## src/rtl/spi_eng_pkg.sv

```systemverilog
package spi_eng_pkg;

    localparam int WMAX = 32;

    typedef enum logic [2:0] {
        ST_IDLE,
        ST_LEAD,
        ST_SHIFT,
        ST_CWAIT,
        ST_CSEL
    } eng_state_t;

    typedef struct packed {
        logic host;
        logic cpol;
        logic cke;
        logic smp;
        logic mode32;
        logic mode16;
        logic ssen;
        logic frm_en;
        logic frm_edge;
    } eng_cfg_t;

    function automatic logic [5:0] word_bits(input logic m32, input logic m16);
        if (m32)      return 6'd32;
        else if (m16) return 6'd16;
        else          return 6'd8;
    endfunction

    function automatic logic [WMAX-1:0] word_mask(input logic m32, input logic m16);
        if (m32)      return {WMAX{1'b1}};
        else if (m16) return {16'h0000, 16'hFFFF};
        else          return {24'h000000, 8'hFF};
    endfunction

    function automatic logic [WMAX-1:0] left_align(input logic [WMAX-1:0] w,
                                                   input logic m32, input logic m16);
        if (m32)      return w;
        else if (m16) return {w[15:0], 16'h0000};
        else          return {w[7:0], 24'h000000};
    endfunction

endpackage

```

## src/rtl/spi_halfdiv.sv

```systemverilog
module spi_halfdiv #(
    parameter int DIVW = 8
) (
    input  logic            clk,
    input  logic            rst_n,
    input  logic            run,
    input  logic [DIVW-1:0] div,
    output logic            tick
);
    logic [DIVW-1:0] cnt;
    logic [DIVW-1:0] lim;

    assign lim  = (div == '0) ? DIVW'(1) : div;
    assign tick = run && (cnt == lim - DIVW'(1));

    always_ff @(posedge clk or negedge rst_n) begin
        if (!rst_n)
            cnt <= '0;
        else if (!run || tick)
            cnt <= '0;
        else
            cnt <= cnt + DIVW'(1);
    end


    half_count_range_chk: assert property (@(posedge clk) disable iff (!rst_n)
        run |-> (cnt < lim));

endmodule

```

## src/rtl/spi_insync.sv

```systemverilog
module spi_insync #(
    parameter int W      = 2,
    parameter int STAGES = 2
) (
    input  logic         clk,
    input  logic         rst_n,
    input  logic         clr,
    input  logic [W-1:0] din,
    output logic [W-1:0] dout,
    output logic [W-1:0] dprev
);
    logic [STAGES:0][W-1:0] stg;

    always_ff @(posedge clk or negedge rst_n) begin
        if (!rst_n)
            stg <= '0;
        else if (clr)
            stg <= {(STAGES+1){din}};
        else
            stg <= {stg[STAGES-1:0], din};
    end

    assign dout  = stg[STAGES-1];
    assign dprev = stg[STAGES];

endmodule

```

## src/rtl/spi_eng_core.sv

```systemverilog
module spi_eng_core
    import spi_eng_pkg::*;
(
    input  logic            clk,
    input  logic            rst_n,
    input  logic            en,
    input  eng_cfg_t        cfg,
    input  logic [WMAX-1:0] tx_data,
    input  logic            tx_load,
    input  logic            tick,
    input  logic            sck_rise,
    input  logic            sck_fall,
    input  logic            ss_act,
    input  logic            sdi,
    output logic            run,
    output logic            sck_o,
    output logic            sdo_o,
    output logic            fsync_o,
    output logic            busy_o,
    output logic [WMAX-1:0] rx_data,
    output logic            rx_done
);
    eng_state_t      state, nxt;
    logic            half;
    logic [5:0]      bcnt;
    logic [5:0]      len;
    logic [WMAX-1:0] shreg;
    logic [WMAX-1:0] rxsr;
    logic [WMAX-1:0] rx_next;
    logic [WMAX-1:0] load_word;
    logic [WMAX-1:0] lmask;
    logic            sel;
    logic            act_edge, idle_edge, samp_edge, chg_edge;
    logic            last_bit;
    logic            lead_req;
    logic            host_lvl;

    assign len       = word_bits(cfg.mode32, cfg.mode16);
    assign lmask     = word_mask(cfg.mode32, cfg.mode16);
    assign load_word = left_align(tx_data, cfg.mode32, cfg.mode16);
    assign rx_next   = {rxsr[WMAX-2:0], sdi};
    assign last_bit  = (bcnt == len - 6'd1);
    assign lead_req  = cfg.frm_en && !cfg.frm_edge;
    assign sel       = (cfg.frm_en || !cfg.ssen) ? 1'b1 : ss_act;
    assign act_edge  = cfg.cpol ? sck_fall : sck_rise;
    assign idle_edge = cfg.cpol ? sck_rise : sck_fall;
    assign samp_edge = cfg.cke ? act_edge : idle_edge;
    assign chg_edge  = cfg.cke ? idle_edge : act_edge;
    assign host_lvl  = cfg.cpol ^ (cfg.cke ? half : ~half);
    assign sdo_o     = shreg[WMAX-1];

    // state register
    always_ff @(posedge clk or negedge rst_n) begin
        if (!rst_n)
            state <= ST_IDLE;
        else if (!en)
            state <= ST_IDLE;
        else
            state <= nxt;
    end

    // next state
    always_comb begin
        nxt = state;
        unique case (state)
            ST_IDLE: begin
                if (!cfg.host)
                    nxt = ST_CWAIT;
                else if (tx_load)
                    nxt = lead_req ? ST_LEAD : ST_SHIFT;
            end
            ST_LEAD: begin
                if (tick && half)
                    nxt = ST_SHIFT;
            end
            ST_SHIFT: begin
                if (tick && half && last_bit)
                    nxt = ST_IDLE;
            end
            ST_CWAIT: begin
                if (sel)
                    nxt = ST_CSEL;
            end
            ST_CSEL: begin
                if (!sel)
                    nxt = ST_CWAIT;
            end
            default: nxt = ST_IDLE;
        endcase
    end

    // datapath registers
    always_ff @(posedge clk or negedge rst_n) begin
        if (!rst_n) begin
            half    <= 1'b0;
            bcnt    <= '0;
            shreg   <= '0;
            rxsr    <= '0;
            rx_data <= '0;
            rx_done <= 1'b0;
        end else if (!en) begin
            half    <= 1'b0;
            bcnt    <= '0;
            shreg   <= '0;
            rxsr    <= '0;
            rx_data <= '0;
            rx_done <= 1'b0;
        end else begin
            rx_done <= 1'b0;
            unique case (state)
                ST_IDLE: begin
                    half <= 1'b0;
                    bcnt <= '0;
                    if (cfg.host && tx_load) begin
                        shreg <= load_word;
                        rxsr  <= '0;
                    end
                end
                ST_LEAD: begin
                    if (tick)
                        half <= ~half;
                end
                ST_SHIFT: begin
                    if (tick) begin
                        if (!half) begin
                            half <= 1'b1;
                            if (!cfg.smp)
                                rxsr <= rx_next;
                        end else begin
                            half <= 1'b0;
                            if (cfg.smp)
                                rxsr <= rx_next;
                            if (last_bit) begin
                                rx_done <= 1'b1;
                                rx_data <= lmask & (cfg.smp ? rx_next : rxsr);
                                bcnt    <= '0;
                            end else begin
                                bcnt  <= bcnt + 6'd1;
                                shreg <= {shreg[WMAX-2:0], 1'b0};
                            end
                        end
                    end
                end
                ST_CWAIT: begin
                    bcnt <= '0;
                    if (tx_load)
                        shreg <= load_word;
                end
                ST_CSEL: begin
                    if (!sel) begin
                        bcnt <= '0;
                    end else if (samp_edge) begin
                        rxsr <= rx_next;
                        if (last_bit) begin
                            bcnt    <= '0;
                            rx_done <= 1'b1;
                            rx_data <= lmask & rx_next;
                        end else begin
                            bcnt <= bcnt + 6'd1;
                        end
                    end else if (chg_edge && bcnt != '0) begin
                        shreg <= {shreg[WMAX-2:0], 1'b0};
                    end else if (tx_load && bcnt == '0) begin
                        shreg <= load_word;
                    end
                end
                default: begin
                    bcnt <= '0;
                end
            endcase
        end
    end

    // outputs
    always_comb begin
        sck_o   = cfg.cpol;
        fsync_o = 1'b0;
        busy_o  = 1'b0;
        run     = 1'b0;
        unique case (state)
            ST_LEAD: begin
                busy_o  = 1'b1;
                run     = 1'b1;
                sck_o   = host_lvl;
                fsync_o = cfg.frm_en;
            end
            ST_SHIFT: begin
                busy_o  = 1'b1;
                run     = 1'b1;
                sck_o   = host_lvl;
                fsync_o = cfg.frm_en && cfg.frm_edge && (bcnt == '0);
            end
            default: begin
                sck_o = cfg.cpol;
            end
        endcase
    end


    done_single_chk: assert property (@(posedge clk) disable iff (!rst_n)
        rx_done |=> !rx_done);


    disable_quiet_chk: assert property (@(posedge clk) disable iff (!rst_n)
        !en |=> (!rx_done && !busy_o));


    shift_hold_chk: assert property (@(posedge clk) disable iff (!rst_n)
        (en && busy_o && !tick) |=> $stable(shreg));


    sck_hold_chk: assert property (@(posedge clk) disable iff (!rst_n)
        (en && busy_o && !tick) |=> $stable(sck_o));


    fsync_in_xfer_chk: assert property (@(posedge clk) disable iff (!rst_n)
        fsync_o |-> busy_o);


    deselect_block_chk: assert property (@(posedge clk) disable iff (!rst_n)
        (en && !cfg.host && cfg.ssen && !cfg.frm_en && !ss_act) |=> !rx_done);

endmodule

```

## src/rtl/spi_shift_engine.sv

```systemverilog
module spi_shift_engine
    import spi_eng_pkg::*;
#(
    parameter int DIVW        = 8,
    parameter int SYNC_STAGES = 2
) (
    input  logic            clk,
    input  logic            rst_n,
    input  logic            en,
    input  logic            host,
    input  logic            cpol,
    input  logic            cke,
    input  logic            smp,
    input  logic            mode32,
    input  logic            mode16,
    input  logic            ssen,
    input  logic            frm_en,
    input  logic            frm_edge,
    input  logic [DIVW-1:0] div,
    input  logic [WMAX-1:0] tx_data,
    input  logic            tx_load,
    output logic [WMAX-1:0] rx_data,
    output logic            rx_done,
    output logic            busy,
    input  logic            sck_i,
    output logic            sck_o,
    input  logic            ss_n_i,
    input  logic            sdi,
    output logic            sdo,
    output logic            fsync_o
);
    eng_cfg_t   cfg;
    logic       tick;
    logic       run;
    logic [1:0] pin_now, pin_prev;
    logic       sck_rise, sck_fall, ss_act;

    assign cfg = '{host: host, cpol: cpol, cke: cke, smp: smp, mode32: mode32,
                   mode16: mode16, ssen: ssen, frm_en: frm_en, frm_edge: frm_edge};

    spi_halfdiv #(.DIVW(DIVW)) u_div (
        .clk   (clk),
        .rst_n (rst_n),
        .run   (run),
        .div   (div),
        .tick  (tick)
    );

    spi_insync #(.W(2), .STAGES(SYNC_STAGES)) u_sync (
        .clk   (clk),
        .rst_n (rst_n),
        .clr   (!en),
        .din   ({ss_n_i, sck_i}),
        .dout  (pin_now),
        .dprev (pin_prev)
    );

    assign sck_rise = pin_now[0] && !pin_prev[0];
    assign sck_fall = !pin_now[0] && pin_prev[0];
    assign ss_act   = !pin_now[1];

    spi_eng_core u_core (
        .clk       (clk),
        .rst_n     (rst_n),
        .en        (en),
        .cfg       (cfg),
        .tx_data   (tx_data),
        .tx_load   (tx_load),
        .tick      (tick),
        .sck_rise  (sck_rise),
        .sck_fall  (sck_fall),
        .ss_act    (ss_act),
        .sdi       (sdi),
        .run       (run),
        .sck_o     (sck_o),
        .sdo_o     (sdo),
        .fsync_o   (fsync_o),
        .busy_o    (busy),
        .rx_data   (rx_data),
        .rx_done   (rx_done)
    );


    idle_level_chk: assert property (@(posedge clk) disable iff (!rst_n)
        !busy |-> (sck_o == cpol));

endmodule

```

## config.mk

```make
export PLATFORM = sky130hd
export DESIGN_NAME = spi_shift_engine
export DESIGN_NICKNAME = d
export VERILOG_FILES = /design/src/rtl/spi_eng_pkg.sv /design/src/rtl/spi_halfdiv.sv /design/src/rtl/spi_insync.sv /design/src/rtl/spi_eng_core.sv /design/src/rtl/spi_shift_engine.sv
export SDC_FILE = /design/constraint.sdc
export NUM_CORES = 1
export LEC_CHECK = 0
export BUFFER_PORTS_ARGS = -buffer_cell sky130_fd_sc_hd__buf_2
export CAP_MARGIN = 25
export CORE_MARGIN = 4
export CORE_UTILIZATION = 50
export DETAILED_ROUTE_END_ITERATION = 8
export HOLD_SLACK_MARGIN = 0.1
export MAX_ROUTING_LAYER = met4
export PLACE_DENSITY = 0.71
export RECOVER_POWER = 50
export SYNTH_ARGS = -nofsm -noshare
export SYNTH_HDL_FRONTEND = slang
export SYNTH_SLANG_ARGS = --single-unit
export TNS_END_PERCENT = 100
```

## constraint.sdc

```tcl
create_clock -name clk -period 6.3 [get_ports clk]
set_clock_uncertainty 0.05 [all_clocks]
set_input_delay 1.26 -clock clk [delete_from_list [all_inputs] [get_ports clk]]
set_output_delay 1.26 -clock clk [all_outputs]
set_load 0.01 [all_outputs]
```

==> results of run 1 <==
worst max-delay path: stages:
cell and delay, ns:
clkbuf_1 0.12, clkbuf_1 1.76, nand2b_1 0.34, nor2_1 0.32, a21o_1 0.15, buf_4 0.45
mux2_2 0.39
layer usage:
metal | wire length, um | vias to the layer above
li1 | - | 2615
met3 | 753 | 19
met1 | 6780 | 2609
met4 | 210 | 0
met5 | 0 | -
met2 | 7100 | 151
sequential cells by signal, summed over array words and instances (netlist names):
register	cells
u_core.bcnt	6
u_core.half	1
u_core.rx_data	32
u_core.rx_done	1
u_core.rxsr	32
u_core.shreg	32
u_core.state	3
u_div.cnt	8
u_sync.dout	2
u_sync.dprev	1
u_sync.stg	2
per-stage QoR:
| step | hold WS [ns] | std cells | cell area (um^2) | util [%] |
|---|---|---|---|---|
| 2_1_floorplan | 0.375 | 697 | 6700 | - |
| 5_1_grt | 0.437 | 960 | 7910 | 59.9 |
| 6_report | 0.404 | 960 | 7910 | 59.9 |
| 4_1_cts | 0.407 | 958 | 7920 | 60.0 |
| 3_3_place_gp | 0.384 | 924 | 7230 | 54.8 |
| 3_5_place_dp | 0.395 | 926 | 7260 | 55.0 |
where the power goes:
group	switching, W	internal (W)
Clock	0.000359	0.000715
Combinational	0.000423	0.000337
Sequential	0.0000987	0.000872
logic make-up after synthesis:
family	synth area share (%)
multiplexers	13.5
XOR/XNOR	2.35
AO/OA/AOI/OAI	17.6
flip-flops	44.8
adder cells (fa/ha/maj)	1.08
AND/OR/NAND/NOR	16.1
buffers and inverters	4.52
path summary, 6_finish.rpt:
kind	start	to	slack, ns	cells past startpoint
setup reg to reg	u_core.state[0]	u_core.bcnt[3]	3.37	7
setup / recovery	en	u_core.shreg[16]	1.74	7
min in group asynchronous	rst_n	u_core.rx_data[31]	1.33	1
hold / removal	u_sync.stg[0]	u_sync.dout[0]	0.40	2
max in group asynchronous	rst_n	u_core.bcnt[2]	1.76	3
hold reg to reg	u_sync.stg[0]	u_sync.dout[0]	0.40	2
placed cells by master, fill, tap and decap left out, types with 11 or more instances in the layout:
cell type,instances
inv_1,25
xnor2_1,11
o21ai_0,30
mux2i_1,25
clkbuf_16,17
mux2_2,32
a31oi_1,16
a21oi_1,37
nand2_1,128
buf_2,77
clkbuf_1,17
mux2_4,15
dfrtp_1,120
nand3_1,15
nand2b_1,12
a22o_1,34
nor2_1,35
area by class of cell:
class,count,area (um^2),area share (%)
Multi-Input combinational cell,505,3400,43.0
Tap cell,176,220,2.79
Clock buffer,18,439,5.55
Clock inverter,14,219,2.77
Sequential cell,120,3000,38.0
Timing Repair Buffer,102,529,6.69
Inverter,25,93.8,1.19
==> run summary, run 1 <==
status: complete, but fails checks
failing checks: capacitance limit, slew limit
first-pass GRT wire length: 24600 um
worst slew pin tran: 2.45 ns
IO Port Bufs: 92
initial antenna violation count: 0
DRC: 0
average size of a mapped cell: 9.61 um^2
Lkg Pwr: 3.70 nW
CTS resizes: 0
setup bufs post-CTS: 0
Syn Inst Count: 697
number of max-cap violations: 3
CP Max Fanout: 63
Startpoint Class: input port
Worst-Skew Late Latency: 0.42 ns
dpl hpwl: 10300 um
clock buffer depth: 2
layout cells sized above 1: 22.6%
Setup TNS Final: 0 ns
Global Route Usage Sum: 20.9%
crit path capture type: flip-flop
syn nets: 758
unrepaired setup endpoints after global routing: false
final net count: 832
WL/cell: 15.5 um
Post-Route WL: 14800 um
die width: 124 um
GRT met3 Usage: 4.63%
Die ar.: 15300 um^2
total number of vias: 5394
sequential fraction of the synthesis area: 44.8%
worst path arrival time: 4.81 ns
num rows: 42
Critical Path RT: 6.55 ns
I/O pins: 93
Synth Flop Type: dfrtp_1
register bit total from synthesis: 120
Via-to-Cell Ratio: 5.62
# H-tree levels: 4
power density cells: 355 nW/um^2
cell taking the most area after synthesis: dfrtp_1
largest net degree at the start of global routing: 87
Hold Buf Count CTS: 0
Area contributors post-synth: dfrtp_1, nand2_1, mux2_2
initial core utilization: 50.8%
Post-Syn Area: 6700 um^2
Die Span Y: 124 um
Reg clk slew, reported paths: 0.05 ns
routability cong.: 0.886
Hold Crit Class: flip-flop to flip-flop
post-route antenna net violation count: 0
final hold viol count: 0
Setup WS pre-CTS: 1.27 ns
Post-synth EDFFs: 0
met2 Use GR: 32.6%
grt total ovfl: 0
minimum clock period: 4.56 ns
Inserted Clock Buffers: 17
Slew headroom: -63.5%
Setup Crit Path Kind: input port to flip-flop
vias in the first global route: 5095
clk sinks: 120
top-count cell post-synth: nand2_1
Syn. warnings: 0
DRT iter0 DRCs: 394
maximum clock rate: 219 MHz
list of most frequent post-synthesis cells: nand2_1, dfrtp_1, a21oi_1, nor2_1, a22o_1
global routing's busiest layer: met2
area delta synth->final: 18.0%
Worst IR Drop VDD: 0.220 mV
Tot Pwr: 0.00281 W
Distinct cells, synth: 57
n_diodes: 0
CTS root buf: clkbuf_16
final setup fails: 0
top cell type's share of synthesized area: 44.8%
ratio of final minimum period to clock period: 72.4%
fillers: 1115
PnR worst setup slack: 1.74 ns
fin. max-slew vios: 176
core box area: 13200 um^2
clock tree from TritonCTS: yes
met1 usage: 27.0%
drt pass-1 iters: 5
async set-reset flop share out of synthesis: 100%
Note: power is estimated with default switching activity, not from simulation.
==> run 2: changes to the inputs <==
--- a/config.mk
+++ b/config.mk
@@ -5,6 +5,7 @@
 export SDC_FILE = /design/constraint.sdc
 export NUM_CORES = 1
 export LEC_CHECK = 0
+export ABC_AREA = 1
 export BUFFER_PORTS_ARGS = -buffer_cell sky130_fd_sc_hd__buf_2
 export CAP_MARGIN = 25
 export CORE_MARGIN = 4
@@ -12,7 +13,7 @@
 export DETAILED_ROUTE_END_ITERATION = 8
 export HOLD_SLACK_MARGIN = 0.1
 export MAX_ROUTING_LAYER = met4
-export PLACE_DENSITY = 0.71
+export PLACE_DENSITY = 0.7
 export RECOVER_POWER = 50
 export SYNTH_ARGS = -nofsm -noshare
 export SYNTH_HDL_FRONTEND = slang
==> constraint.sdc (replaced) <==
create_clock -name clk -period 4.7 [get_ports clk]
set_clock_uncertainty 0.05 [all_clocks]
set_input_delay 0.94 -clock clk [delete_from_list [all_inputs] [get_ports clk]]
set_output_delay 0.94 -clock clk [all_outputs]
set_load 0.01 [all_outputs]
==> run summary, run 2 <==
Post-Syn Area: 7860 um^2 (+17%)
Critical Path RT: 3.71 ns (-2.84 ns)
Largest delay share family, worst path: buffers and inverters
crit path capture type: output pin
DRC: 0 (unchanged)
top cell type's share of synthesized area: 38.2% (-6.6 points)
clock buffer depth: 2 (unchanged)
syn nets: 1124 (+48%)
total number of vias: 7320 (+36%)
Reg clk slew, reported paths: 0.05 ns (about the same)
Area contributors post-synth: dfrtp_1, nand2_1, o21ai_0
post-route antenna net violation count: 0 (unchanged)
largest net degree at the start of global routing: 101 (+16%)
Worst IR Drop VDD: 0.456 mV (+110%)
Die ar.: 17800 um^2 (+16%)
Via-to-Cell Ratio: 5.45 (-3.0%)
Post-synth EDFFs: 0 (unchanged)
Crit-path slowest cell: inv_2
I/O pins: 93 (unchanged)
GRT met3 Usage: 4.76% (+0.13 points)
sw power: 0.00190 W (+120%)
sequential share of power: 30.5% (-4.1 points)
Logic pwr share: 39.1% (+12 points)
DRT iter0 DRCs: 575 (+46%)
number of max-cap violations: 0 (-3)
multi-input combinational cell area: 4170 um^2 (+23%)
most frequent cells in the layout: nand2_1, o21ai_0, dfrtp_1, inv_1, buf_2
Hold Buf Count CTS: 0 (unchanged)
initial antenna violation count: 0 (unchanged)
die width: 133 um (+7.8%)
Setup TNS Final: 0 ns (unchanged)
worst slew pin tran: 1.07 ns (-1.39 ns)
Hold Crit Class: input port to asynchronous set/reset pin
Setup Crit Path Kind: flip-flop to output pin
num rows: 45 (+7.1%)
Slew headroom: 28.9% (+92 points)
unrepaired setup endpoints after global routing: false
routability cong.: 0.859 (-3.1%)
area delta synth->final: 14.1%
minimum clock period: 3.51 ns
Reg area: 3000 um^2 (unchanged)
Synth Flop Type: dfrtp_1
CTS root buf: clkbuf_16
cell taking the most area after synthesis: dfrtp_1
Lkg Pwr: 3.96 nW (+7.1%)
Syn. warnings: 0 (unchanged)
CP Max Fanout: 35 (-44%)
Inserted Clock Buffers: 17 (unchanged)
first-pass GRT wire length: 32800 um (+34%)
CTS resizes: 0 (unchanged)
worst path arrival time: 2.52 ns (-2.29 ns)
global routing's busiest layer: met2
layout cells sized above 1: 19.3% (-3.3 points)
final net count: 1180 (+42%)
WL/cell: 14.4 um (-7.1%)
Global Route Usage Sum: 22.8% (+1.9 points)
commonest non-fill, non-tap cell in the layout: nand2_1
CP Cell Sequence: inv_2, nand2_1, nor2_2, inv_2, nand2_1, nand3_1, xnor2_1, buf_2
Post-Route WL: 19300 um (+30%)
power density cells: 511 nW/um^2 (+44%)
sequential fraction of the synthesis area: 38.2% (-6.6 points)
drt pass-1 iters: 5 (unchanged)
maximum clock rate: 285 MHz
Largest regs: u_core.rx_data: 32 flops, u_core.rxsr: 32 flops, u_core.shreg: 32 flops
core box area: 15300 um^2 (+16%)
n_diodes: 0 (unchanged)
clock tree from TritonCTS: yes
Finished Core Util: 58.5% (-1.4 points)
# H-tree levels: 4 (unchanged)
vias in the first global route: 6822 (+34%)
fillers: 1477 (+32%)
initial core utilization: 51.3% (+0.51 points)
top-count cell post-synth: nand2_1
async set-reset flop share out of synthesis: 100% (unchanged)
fin. max-slew vios: 0 (-100%)
average size of a mapped cell: 7.39 um^2 (-23%)
setup bufs post-CTS: 0 (unchanged)
IO Port Bufs: 92 (unchanged)
list of most frequent post-synthesis cells: nand2_1, o21ai_0, dfrtp_1, inv_1, o21ai_2
status: completed
Buffers & Inverters on Critical Path: 3 (unchanged)
register bit total from synthesis: 120 (unchanged)
met1 usage: 30.3% (+3.2 points)
CP peak stage delay: 0.56 ns (-1.20 ns)
Distinct cells, synth: 43 (-25%)
dpl hpwl: 12200 um (+19%)
Startpoint Class: flip-flop
Clock power frac: 30.4% (-7.9 points)
Syn Inst Count: 1063 (+53%)
ratio of final minimum period to clock period: 74.7%
final hold viol count: 0 (unchanged)
Int Pwr: 0.00268 W (+39%)
Net Sw Frac: 41.6% (+10 points)
met2 Use GR: 36.2% (+3.5 points)
clk sinks: 120 (unchanged)
Die Span Y: 133 um (+7.8%)
grt total ovfl: 0 (unchanged)
Worst-Skew Late Latency: 0.43 ns (about the same)
final setup fails: 0 (unchanged)
==> run 2: cell count changes after synthesis, sizes merged, moves of 17 or more <==
cell,change
mux2i,-25
inv,+62
nand2,+195
o2111ai,+23
mux2,-53
a22o,-34
o21ai,+180
o211ai,+25
a21oi,+17
==> run 2: area by class of cell <==
class                           instances  area share (%)
Multi-Input combinational cell        786            46.5
Timing Repair Buffer                  105            6.35
Inverter                               89            3.73
Clock inverter                          8            1.59
Sequential cell                       120            33.5
Clock buffer                           24            5.37
Tap cell                              211            2.94
==> run 2: kinds of logic (layout without fill, tap and decap cells) <==
kind of cell / count (synthesis) / count (layout) / share of synthesized area (%)
xor gates and xnor gates: 16 / 16 / 1.78
and+or+nand+nor: 423 / 423 / 22.7
adders and majority gates: 5 / 5 / 0.796
DFF: 120 / 120 / 38.2
AOI/OAI and AO/OA: 342 / 342 / 27.7
buffers and inverters: 157 / 226 / 8.81
==> run 2: path summary, 6_finish.rpt <==
check / startpoint / to / slack (ns) / cells past startpoint
worst max-delay path: u_core.state[2] / sck_o / 1.19 / 8
worst min-delay path: rst_n / u_div.cnt[7] / 0.30 / 1
worst max register to register: u_core.state[2] / u_core.rxsr[28] / 1.50 / 12
worst min register to register: u_sync.stg[1] / u_sync.dout[1] / 0.40 / 2
max in group asynchronous: rst_n / u_core.shreg[2] / 3.38 / 3
min in group clk: u_sync.stg[1] / u_sync.dout[1] / 0.40 / 2
==> run 2: per-layer routing <==
metal | part of all wire (%) | routed length [um] | up-vias
met2 | 48 | 9250 | 175
li1 | - | - | 3700
met4 | 0.83 | 160 | 0
met3 | 4.6 | 889 | 13
met5 | 0 | 0 | -
met1 | 47 | 9000 | 3432
==> run 2: power groups by stage <==
stage	sequential (W)	clock, W	combinational (W)
2_1_floorplan	0.00139	0	0.00147
5_1_grt	0.00142	0.00145	0.00203
3_5_place_dp	0.00140	0	0.00178
4_1_cts	0.00139	0.00141	0.00180
6_report	0.00140	0.00139	0.00179
3_3_place_gp	0.00140	0	0.00175
==> run 2: through the flow <==
step	area [um^2]	cells	setup WS [ns]	total power [W]	hold WS (ns)
CTS	8960	1342	1.19	0.00460	0.406
global placement	8340	1310	0.909	0.00315	0.381
finish	8970	1343	1.19	0.00458	0.298
floorplan	7860	1063	1.25	0.00287	0.375
detailed placement	8340	1310	0.805	0.00319	0.391
global route	8970	1343	0.842	0.00491	0.283
==> run 3: changes to the inputs <==
==> constraint.sdc (replaced) <==
create_clock -name clk -period 3.6 [get_ports clk]
set_clock_uncertainty 0.05 [all_clocks]
set_input_delay 0.72 -clock clk [delete_from_list [all_inputs] [get_ports clk]]
set_output_delay 0.72 -clock clk [all_outputs]
set_load 0.01 [all_outputs]
==> run summary, run 3 (synthesized netlist as in run 2, its figures left out) <==
Hold Buf Count CTS: 0 (unchanged)
Reg clk slew, reported paths: 0.05 ns (about the same)
unrepaired setup endpoints after global routing: false
CP Cell Sequence: inv_2, nand2_1, nor2_2, inv_2, nand2_1, nand3_1, xnor2_1, buf_2
drt pass-1 iters: 5 (unchanged)
hold slack: 0.379 ns (+0.0808 ns)
initial antenna violation count: 0 (unchanged)
area delta synth->final: 13.4%
number of max-cap violations: 2 (+2)
worst slew pin tran: 1.63 ns (+0.562 ns)
Reg area: 3000 um^2 (unchanged)
first-pass GRT wire length: 31600 um (-3.8%)
clk sinks: 120 (unchanged)
DRT iter0 DRCs: 575 (unchanged)
minimum clock period: 3.18 ns
CTS root buf: clkbuf_16
Largest regs: u_core.rx_data: 32 flops, u_core.rxsr: 32 flops, u_core.shreg: 32 flops
post-route antenna net violation count: 0 (unchanged)
Via-to-Cell Ratio: 5.44 (-0.25%)
Finished Layout Cells: 1343 (unchanged)
status: complete, but fails checks
failing checks: capacitance limit, slew limit
final hold viol count: 0 (unchanged)
final setup fails: 0 (unchanged)
ratio of final minimum period to clock period: 88.3%
Worst-Skew Late Latency: 0.41 ns (-0.02 ns)
power density cells: 651 nW/um^2 (+27%)
Setup TNS Final: 0 ns (unchanged)
layout cells sized above 1: 19.2% (-0.088 points)
final net count: 1182 (+0.17%)
Setup Crit Path Kind: flip-flop to output pin
Post-Route WL: 18700 um (-3.1%)
most frequent cells in the layout: nand2_1, o21ai_0, dfrtp_1, inv_1, buf_2
multi-input combinational cell area: 4170 um^2 (unchanged)
grt total ovfl: 0 (unchanged)
WL/cell: 13.9 um (-3.1%)
# H-tree levels: 4 (unchanged)
initial core utilization: 51.3% (unchanged)
clock tree from TritonCTS: yes
Slew headroom: -8.54% (-37 points)
Critical Path RT: 2.83 ns (-0.88 ns)
routability cong.: 0.866 (+0.80%)
Global Route Usage Sum: 21.8% (-1.0 points)
num rows: 45 (unchanged)
CP Max Fanout: 35 (unchanged)
dpl hpwl: 12300 um (+0.56%)
Inserted Clock Buffers: 17 (unchanged)
core box area: 15300 um^2 (unchanged)
n_diodes: 0 (unchanged)
Hold Crit Class: input port to flip-flop
met2 Use GR: 36.2% (unchanged)
vias in the first global route: 6803 (-0.28%)
design area: 8910 um^2 (-0.61%)
DRC: 0 (unchanged)
Crit-path slowest cell: dfrtp_1
worst path arrival time: 2.41 ns (-0.11 ns)
CP peak stage delay: 0.38 ns (-0.18 ns)
Cells after DPL: 1313 (+0.23%)
Die Span Y: 133 um (unchanged)
I/O pins: 93 (unchanged)
IO Port Bufs: 92 (unchanged)
maximum clock rate: 314 MHz
fillers: 1497 (+1.4%)
die width: 133 um (unchanged)
setup bufs post-CTS: 0 (unchanged)
met1 usage: 27.3% (-3.0 points)
Die ar.: 17800 um^2 (unchanged)
Lkg Pwr: 3.94 nW (-0.51%)
CTS resizes: 0 (unchanged)
clock buffer depth: 2 (unchanged)
largest net degree at the start of global routing: 66 (-35%)
fin. max-slew vios: 96 (+96)
global routing's busiest layer: met2
Worst IR Drop VDD: 0.562 mV (+23%)
crit path capture type: output pin
total number of vias: 7302 (-0.25%)
Startpoint Class: flip-flop
Cell Area, Placed: 8410 um^2 (+0.87%)
GRT met3 Usage: 4.68% (-0.076 points)
commonest non-fill, non-tap cell in the layout: nand2_1
## run 3: layout make-up
cell class	instances	area share [%]
sequential	120	33.7
timing repair buffer	107	6.68
clock buffer	27	5.64
tap	211	2.96
multi-input combinational	786	46.8
inverter	89	3.75
clock inverter	3	0.449
## run 3: critical path: cells and delay by family, from the launching register on
kind,cells,cell delay [ns]
buffers and inverters,3,0.60
XOR/XNOR,1,0.16
flip-flops,1,0.38
AND/OR/NAND/NOR,4,0.85
## run 3: power by group
group	internal, W	switching, W	total (W)
registers	0.00163	0.000195	0.00183
clock network	0.00101	0.000561	0.00157
logic	0.000730	0.00167	0.00240
## run 3: metal layers
| metal | vias to the layer above | part of all wire, % |
|---|---|---|
| met3 | 20 | 4.9 |
| met2 | 167 | 49 |
| met1 | 3411 | 45 |
| met4 | 0 | 0.94 |
| li1 | 3704 | - |
| met5 | - | 0 |
## run 3: final timing paths
| check | cells past startpoint | endpoint | start | slack (ns) |
|---|---|---|---|---|
| min | 1 | u_sync.stg[1] | ss_n_i | 0.38 |
| min in group asynchronous | 1 | u_core.rx_data[23] | rst_n | 0.64 |
| max | 8 | sck_o | u_core.state[2] | 0.42 |
| min reg2reg | 2 | u_sync.dout[0] | u_sync.stg[0] | 0.39 |
| max reg2reg | 13 | u_core.shreg[24] | u_core.bcnt[0] | 0.82 |
| max in group asynchronous | 2 | u_core.shreg[4] | rst_n | 1.12 |
## run 3: per-stage QoR
stage	power, W	setup slack (ns)	util [%]
after floorplan	0.00374	0.367	-
after global placement	0.00420	0.348	54.9
after detailed placement	0.00425	0.287	54.9
after CTS	0.00586	0.419	58.5
after global routing	0.00625	0.245	58.2
final	0.00580	0.419	58.2
